==> src/rtl/ctx_stat_pkg.sv <==
package ctx_stat_pkg;
  localparam int unsigned VPE_W  = 4;
  localparam int unsigned ASID_W = 8;
  localparam int unsigned CU_W   = 4;

  typedef struct packed {
    logic [CU_W-1:0]   cu;
    logic              mx;
    logic              ds;
    logic              dt;
    logic              da;
    logic              act;
    logic [1:0]        ksu;
    logic              ixmt;
    logic [ASID_W-1:0] asid;
    logic              tbe;
    logic [VPE_W-1:0]  vpe;
  } thr_state_t;

  function automatic logic [31:0] pack_status(thr_state_t s, logic [1:0] run);
    logic [31:0] w;
    w        = '0;
    w[31:28] = s.cu;
    w[27]    = s.mx;
    w[24:23] = run;
    w[21]    = s.ds;
    w[20]    = s.dt;
    w[15]    = s.da;
    w[13]    = s.act;
    w[12:11] = s.ksu;
    w[10]    = s.ixmt;
    w[7:0]   = s.asid;
    return w;
  endfunction

  function automatic logic [31:0] pack_bind(thr_state_t s, logic [7:0] idx);
    logic [31:0] w;
    w        = '0;
    w[28:21] = idx;
    w[17]    = s.tbe;
    w[3:0]   = s.vpe;
    return w;
  endfunction
endpackage

==> src/rtl/ctx_thread_slot.sv <==
module ctx_thread_slot
  import ctx_stat_pkg::*;
#(
  parameter int unsigned THR_ID = 0
) (
  input  logic              clk,
  input  logic              rst,
  input  logic              we_status,
  input  logic              we_bind,
  input  logic              we_restart,
  input  logic [31:0]       wdata,
  input  logic              bind_en,
  input  logic              retire_ok,
  input  logic              fork_in,
  input  logic [1:0]        fork_ksu,
  input  logic [ASID_W-1:0] fork_asid,
  input  logic              yield_in,
  input  logic              halt_in,
  input  logic              halt_ds,
  input  logic              buserr_in,
  output thr_state_t        st
);
  thr_state_t nx;

  // Software first, hardware events afterwards so that they win.
  always_comb begin
    nx = st;
    if (we_status) begin
      nx.cu   = wdata[31:28];
      nx.mx   = wdata[27];
      nx.dt   = wdata[20];
      nx.da   = wdata[15];
      nx.act  = wdata[13];
      nx.ksu  = wdata[12:11];
      nx.ixmt = wdata[10];
      nx.asid = wdata[7:0];
    end
    if (we_bind) begin
      nx.tbe = wdata[17];
      if (bind_en) nx.vpe = wdata[3:0];
    end
    if (we_restart) nx.ds = 1'b0;
    if (yield_in)   nx.act = 1'b0;
    if (halt_in)    nx.ds = halt_ds;
    if (retire_ok || fork_in) nx.dt = 1'b1;
    if (fork_in) begin
      nx.act  = 1'b1;
      nx.ksu  = fork_ksu;
      nx.asid = fork_asid;
    end
    if (buserr_in) nx.tbe = 1'b1;
  end

  always_ff @(posedge clk) begin
    if (rst) begin
      st     <= '0;
      st.act <= (THR_ID == 0);
    end else begin
      st <= nx;
    end
  end
endmodule

==> src/rtl/ctx_read_port.sv <==
module ctx_read_port
  import ctx_stat_pkg::*;
#(
  parameter int unsigned NUM_THR = 8,
  parameter int unsigned IDX_W   = 3
) (
  input  logic                       clk,
  input  logic                       rst,
  input  logic [IDX_W-1:0]           sel,
  input  thr_state_t [NUM_THR-1:0]   st_vec,
  input  logic [2*NUM_THR-1:0]       run_vec,
  output logic [31:0]                rd_status,
  output logic [31:0]                rd_bind
);
  always_ff @(posedge clk) begin
    if (rst) begin
      rd_status <= '0;
      rd_bind   <= '0;
    end else begin
      rd_status <= pack_status(st_vec[sel], run_vec[2*sel +: 2]);
      rd_bind   <= pack_bind(st_vec[sel], 8'(sel));
    end
  end
endmodule

==> src/rtl/ctx_status_regs.sv <==
module ctx_status_regs
  import ctx_stat_pkg::*;
#(
  parameter int unsigned NUM_THR = 8,
  parameter int unsigned IDX_W   = (NUM_THR > 1) ? $clog2(NUM_THR) : 1
) (
  input  logic                 clk,
  input  logic                 rst,
  input  logic [IDX_W-1:0]     sw_sel,
  input  logic                 sw_wr_status,
  input  logic                 sw_wr_bind,
  input  logic                 sw_wr_restart,
  input  logic [31:0]          sw_wdata,
  input  logic                 cfg_bind_en,
  input  logic                 mode_exl,
  input  logic                 mode_erl,
  input  logic                 mode_dbg,
  input  logic [NUM_THR-1:0]   ev_retire,
  input  logic [NUM_THR-1:0]   ev_fork,
  input  logic [IDX_W-1:0]     fork_parent,
  input  logic [NUM_THR-1:0]   ev_yield,
  input  logic [NUM_THR-1:0]   ev_halt,
  input  logic [NUM_THR-1:0]   halt_in_slot,
  input  logic [NUM_THR-1:0]   ev_buserr,
  input  logic [2*NUM_THR-1:0] thr_run_state,
  output logic [31:0]          rd_status,
  output logic [31:0]          rd_bind
);
  thr_state_t [NUM_THR-1:0] thr_st;
  logic                     retire_gate;
  logic [1:0]               par_ksu;
  logic [ASID_W-1:0]        par_asid;

  assign retire_gate = ~(mode_exl | mode_erl | mode_dbg);
  assign par_ksu     = thr_st[fork_parent].ksu;
  assign par_asid    = thr_st[fork_parent].asid;

  for (genvar g = 0; g < NUM_THR; g++) begin : g_slot
    logic hit;
    assign hit = (sw_sel == IDX_W'(g));
    ctx_thread_slot #(.THR_ID(g)) u_slot (
      .clk        (clk),
      .rst        (rst),
      .we_status  (sw_wr_status & hit),
      .we_bind    (sw_wr_bind & hit),
      .we_restart (sw_wr_restart & hit),
      .wdata      (sw_wdata),
      .bind_en    (cfg_bind_en),
      .retire_ok  (ev_retire[g] & retire_gate),
      .fork_in    (ev_fork[g]),
      .fork_ksu   (par_ksu),
      .fork_asid  (par_asid),
      .yield_in   (ev_yield[g]),
      .halt_in    (ev_halt[g]),
      .halt_ds    (halt_in_slot[g]),
      .buserr_in  (ev_buserr[g]),
      .st         (thr_st[g])
    );
  end

  ctx_read_port #(.NUM_THR(NUM_THR), .IDX_W(IDX_W)) u_rd (
    .clk       (clk),
    .rst       (rst),
    .sel       (sw_sel),
    .st_vec    (thr_st),
    .run_vec   (thr_run_state),
    .rd_status (rd_status),
    .rd_bind   (rd_bind)
  );
endmodule

==> config.mk <==
export PLATFORM = sky130hd
export DESIGN_NAME = ctx_status_regs
export DESIGN_NICKNAME = d
export VERILOG_FILES = /design/src/rtl/ctx_stat_pkg.sv /design/src/rtl/ctx_thread_slot.sv /design/src/rtl/ctx_read_port.sv /design/src/rtl/ctx_status_regs.sv
export SDC_FILE = /design/constraint.sdc
export NUM_CORES = 1
export LEC_CHECK = 0
export ABC_AREA = 0
export CORE_MARGIN = 2
export CORE_UTILIZATION = 55
export DETAILED_ROUTE_END_ITERATION = 16
export PLACE_DENSITY = 0.81
export SLEW_MARGIN = 20
export SYNTH_ARGS = -nofsm -noshare
export SYNTH_HDL_FRONTEND = slang
export SYNTH_SLANG_ARGS = --single-unit
==> constraint.sdc <==
create_clock -name clk -period 1.74 [get_ports clk]
set_input_delay 0.261 -clock clk [delete_from_list [all_inputs] [get_ports clk]]
set_output_delay 0.261 -clock clk [all_outputs]
set_load 0.02 [all_outputs]
### Word-level counts from Yosys, hierarchy flattened

Index checks and enable logic that the tools add are counted.
Widths: inputs -> output; s select.

| storage, ports and cells | value |
|---|---|
| bits of input ports | 111 |
| flip-flop bits (word level) | 264 |
| output and inout bits | 64 |

| operators by class | value |
|---|---|
| equal/unequal tests | 7 |
| shifts and indexed selects | 1 |
| reduce and logical (&&, ||, !) cells | 58 |
| bitwise operators | 35 |
| $lt $le $gt $ge | 2 |
| multiplexer cells | 84 |

Operators by type and width:

| kind | count |
|---|---|
| $bmux 25 s3 | 2 |
| $mux 14 | 8 |
| $reduce_bool 2->1 | 33 |
| $mux 8 | 8 |
| $mux 1 | 40 |
| $mux 5 | 8 |
| $and 1x1->1 | 32 |
| $mux 4 | 8 |
| $mux 25 | 1 |
| $mux 3 | 7 |
| $reduce_bool 3->1 | 7 |
| $mux 16 | 1 |
| $reduce_and 2->1 | 8 |
| $shiftx 16x5->2 | 1 |
| $eq 3x3->1 const B | 4 |
| $logic_or 1x1->1 | 8 |
| $lt 3x4->1 const B | 2 |
| $eq 3x2->1 const B | 2 |
| $eq 3x1->1 const B | 1 |
| $logic_not 3->1 | 1 |
| $mux 2 | 1 |
| $or 1x1->1 | 2 |
| $reduce_or 2->1 | 1 |
| $not 1->1 | 1 |

### Depth between registers and ports, before layout

| logic depth | value |
|---|---|
| word-level depth | 6 |
| gate-level depth with buffers | 7 |
| gate-level depth less buffers | 4 |

### Cells and area by module

From an unflattened synthesis, not the netlist that was laid out.

| second synthesis, totals | value |
|---|---|
| cells, all modules | 1,160 |
| area total of the unflattened synthesis | 12,072.8 µm² |

Modules (own cells, without submodules):

| module | cells each | instances | seq. area each (µm²) | area each (µm²) |
|---|---|---|---|---|
| ctx_thread_slot at g_slot[1].u_slot ... | 103 | 7 | 500.5 | 1,061.0 |
| ctx_read_port | 258 | 1 | 600.6 | 2,718.9 |
| ctx_thread_slot at g_slot[0].u_slot | 102 | 1 | 500.5 | 1,053.5 |
| ctx_status_regs | 79 | 1 | 0.0 | 873.3 |

### Worst setup path after synthesis

Ideal clock, no wire load.

| timing path | value |
|---|---|
| path kind | input port to flip-flop |
| start point | input fork_parent[2] |
| end point | register g_slot[0].u_slot.st[5] (netlist name) |
| buffers on the path | 1 |
| path slack | 112 ps |
| stages on the path | 4 |
| data arrival time | 1,487 ps |
| library setup time | 141 ps |
| required time | 1,599 ps |
| cell sequence | buf_2 > mux4_2 > mux2i_2 > a211oi_1 |

| between the ends | value |
|---|---|
| cells in the longest elaborated chain, start to end | 3 |

Ends and longest elaborated chain:

| item | RTL line | RTL |
|---|---|---|
| start, declared | ctx_status_regs.sv:20 | `input logic [IDX_W-1:0] fork_parent,` |
| $bmux 25 s3 | ctx_status_regs.sv:36 | `assign par_asid = thr_st[fork_parent].asid;` |
| $mux 16 (implied by the code) | ctx_status_regs.sv:36 |  |
| $mux 8 | ctx_thread_slot.sv:46 | `if (fork_in) begin` |
| end signal, assigned | ctx_thread_slot.sv:59 | `st <= nx;` |
| end, declared | ctx_thread_slot.sv:21 | `output thr_state_t st` |

Every way passes these cells. The select of a mux whose other input is x is not followed.
A chain may end at the register's enable or synchronous reset.

### Worst setup path after layout

| timing path | value |
|---|---|
| start point | register u_rd.rd_bind[1] |
| end point | output rd_bind[1] |

RTL lines:

| item | RTL line | RTL |
|---|---|---|
| start, declared | ctx_read_port.sv:13 | `output logic [31:0] rd_bind` |
| start signal, assigned | ctx_read_port.sv:21 | `rd_bind <= pack_bind(st_vec[sel], 8'(sel));` |
| end, declared | ctx_status_regs.sv:27 | `output logic [31:0] rd_bind` |

No word-level cell between the ends.

==> impl_metrics.py <==
metrics = {
    "outcome": {
        "outcome": "completed",
    },
    "synthesis": {
        "synth_area_per_cell_um2": 9.776,
        "netlist_area_mm2": 0.01158,
        "synth_ff_type": "dfxtp_1",
        "synth_commonest_cells": "dfxtp_1 (230), nand2_1 (173), a211oi_1 (154), a21oi_1 (113)",
        "syn_inst": 1185,
        "yosysWarnings": 0,
        "netlist.area_leader.share": 0.3975,
        "synth_cell_types": 43,
        "synth-edff-count": 0,
        "ys_seq_elements": 230,
        "synth_seq_area_share": 0.3975,
        "synth-async-reset-ratio": 0,
        "synth_area_leader_cell": "dfxtp_1",
        "yosys-top-cells-area": "dfxtp_1 (40%), mux4_2 (14%), a211oi_1 (10%)",
        "synthMostInstantiatedCell": "dfxtp_1",
    },
    "cells_and_area": {
        "final_cell_count_no_fill": 1624,
        "final_nets": 1443,
        "antennaDiodeCount": 0,
        "multiInputGateArea_mm2": 0.006145,
        "layout-drive-gt1-share": 0.2001,
        "fill_cells": 1468,
        "post-route-util": 0.6973,
        "area_growth_pct": 25.33,
        "sequential_cell_area_mm2": 0.004604,
    },
    "timing": {
        "setup_viol": 0,
        "post-route-period-util": 0.9863,
        "fmax_mhz": 582.7,
        "rsz0062_at_grt": "no",
        "min_period_ns": 1.716,
        "slew_viol_final": 0,
        "hold_viol": 0,
        "fin_tns_setup_ns": 0,
        "skew_ns": 0.02011,
    },
    "cts": {
        "htree_levels": 1,
        "clk_transition_reported_paths_ns": 0.07,
        "clkLatencyLatePin_ns": 0.53,
        "cts_setup_buffers": 0,
        "cts_sinks": 230,
        "cts_hold_buf": 0,
        "root_buffer": "clkbuf_16",
        "cts.path.max_buffers": 3,
        "cts_buffers": 24,
        "tritoncts": "done",
    },
    "pwr": {
        "seqPwrFrac": 0.430,
        "power_mw": 13.23,
        "p_per_area_mw_per_mm2": 911.3,
        "p_clk_frac": 0.412,
        "ir_drop_v": 0.0005051,
        "p_int_mw": 9.838,
        "netSwitchingPower_mw": 3.394,
        "p_comb_frac": 0.158,
        "switching_share": 0.2565,
        "p_leak_nw": 5.444,
    },
    "worst_setup_path": {
        "worstPathCellList": "clkdlybuf4s50_1",
        "worst_path_largest_cell_delay_ns": 0.62,
        "critPathRequiredTime_ns": 1.48,
        "crit_path_end_kind": "output port",
        "cp_max_fo": 1,
        "arrival_ns": 1.46,
        "cpMaxStageDelayCell": "clkdlybuf4s50_1",
        "startpoint_type": "flip-flop",
        "crit_type": "flip-flop to output port",
        "critPathBufInv": 1,
        "crit_family": "buffers and inverters",
    },
    "placement": {
        "dp.cells": 1581,
        "gp_congestion": 0.8623,
        "numPortBuffers": 128,
        "dp_hpwl_mm": 21.83,
    },
    "floorplanning": {
        "io_pins": 175,
        "rows": 53,
        "start_util": 0.5564,
        "die_h_um": 149.1,
        "die_area_mm2": 0.02224,
        "die_width_um": 149.1,
        "core-area_mm2": 0.02082,
    },
    "grt": {
        "grt_pass1_vias": 9952,
        "grt_max_degree": 48,
        "grt_first_pass_wirelength_mm": 52.12,
        "antenna_found_initial": 0,
        "grt_use_total": 0.2939,
        "gr-total-overflow": 0,
    },
    "hold_path": {
        "hp-class": "primary input to flip-flop",
    },
    "routing": {
        "drt_iter0_markers": 1028,
        "vias": 10150,
        "drc_errors": 0,
        "firstDrtPassIters": 6,
        "antenna_left": 0,
        "routed_via_density": 6.248,
        "wl_per_cell_um": 20.48,
        "drt-total-wl_mm": 33.27,
    },
    "flow_run": {
        "maxCapViolCount": 0,
    },
}
flip-flops by register name (all words and copies together), names as in the netlist:
register	flops
u_rd.rd_bind	8
g_slot.u_slot.st	200
u_rd.rd_status	22
stage by stage:
stage | cell area [um2] | hold slack, ns | setup WS (ns)
2_1_floorplan | 11710 | 0.3598 | 0.1117
3_3_place_gp | 13670 | 0.4387 | -0.3271
3_5_place_dp | 13670 | 0.4444 | -0.3697
4_1_cts | 14510 | 0.08491 | 0.001582
5_1_grt | 14520 | 0.1147 | 0.0008675
6_report | 14520 | 0.08802 | 0.02386
power by group through the flow:
stage / Clock [mW] / Combinational (mW) / Sequential, mW
floorplan: 0 / 1.29 / 5.78
global route: 5.71 / 2.22 / 5.71
finish: 5.45 / 2.10 / 5.69
global placement: 0 / 2.00 / 5.79
CTS: 5.46 / 2.07 / 5.68
detailed placement: 0 / 2.05 / 5.80
placed cells by master, fill, tap and decap left out, drive strengths merged, types with 4 or more instances in the layout:
| cell type | count |
|---|---|
| a21oi | 113 |
| nor2 | 48 |
| a211oi | 160 |
| o21ai | 25 |
| o21ba | 7 |
| clkinv | 6 |
| mux2i | 54 |
| bufinv | 4 |
| conb | 34 |
| nand2 | 173 |
| buf | 122 |
| dfxtp | 230 |
| inv | 16 |
| a31oi | 6 |
| clkdlybuf4s50 | 121 |
| o211ai | 6 |
| and2 | 80 |
| mux4 | 74 |
| clkbuf | 30 |
| nand2b | 4 |
routing by layer:
metal | vias to the layer above | global-route usage | part of all wire
met4 | 0 | 0.1186 | 0.037
met3 | 114 | 0.04893 | 0.094
li1 | 4522 | - | -
met1 | 4875 | 0.3863 | 0.39
met5 | - | 0 | 0
met2 | 636 | 0.4857 | 0.48
kinds of logic after synthesis:
kind of cell           count (synthesis)  share of synthesized area
buffers and inverters                174                    0.08424
flip-flops                           230                     0.3975
multiplexers                         128                     0.1960
AO/OA/AOI/OAI                        321                     0.1819
AND/OR/NAND/NOR                      331                     0.1401
other                                  1                  0.0003237
final timing paths:
kind                                         from  slack (ns)                                   end  depth (start not counted)
max reg2reg   g_slot[7].u_slot.st[6]$_SDFFE_PP0P_        0.32          u_rd.rd_status[1]$_SDFF_PP0_                          4
max                    u_rd.rd_bind[1]$_SDFF_PP0_        0.02                            rd_bind[1]                          1
min reg2reg  g_slot[7].u_slot.st[17]$_SDFFE_PP0N_        0.46  g_slot[7].u_slot.st[17]$_SDFFE_PP0N_                          2
min                                           rst        0.09         u_rd.rd_status[29]$_SDFF_PP0_                          2
final cells by class:
| class | instances | area share |
|---|---|---|
| clock buffer | 30 | 0.04498 |
| clock inverter | 13 | 0.01293 |
| inverter | 16 | 0.004137 |
| multi-input combinational | 814 | 0.4232 |
| sequential | 230 | 0.3171 |
| tap | 275 | 0.02370 |
| timing repair buffer | 246 | 0.1739 |
what timing repair did:
| action | CTS | global route |
|---|---|---|
| gates resized for setup | 1 | 3 |
| setup endpoints to repair | 1 | 3 |
| endpoints found under the hold margin | 0 | 0 |
No activity file was read; power rests on OpenSTA's default activity.
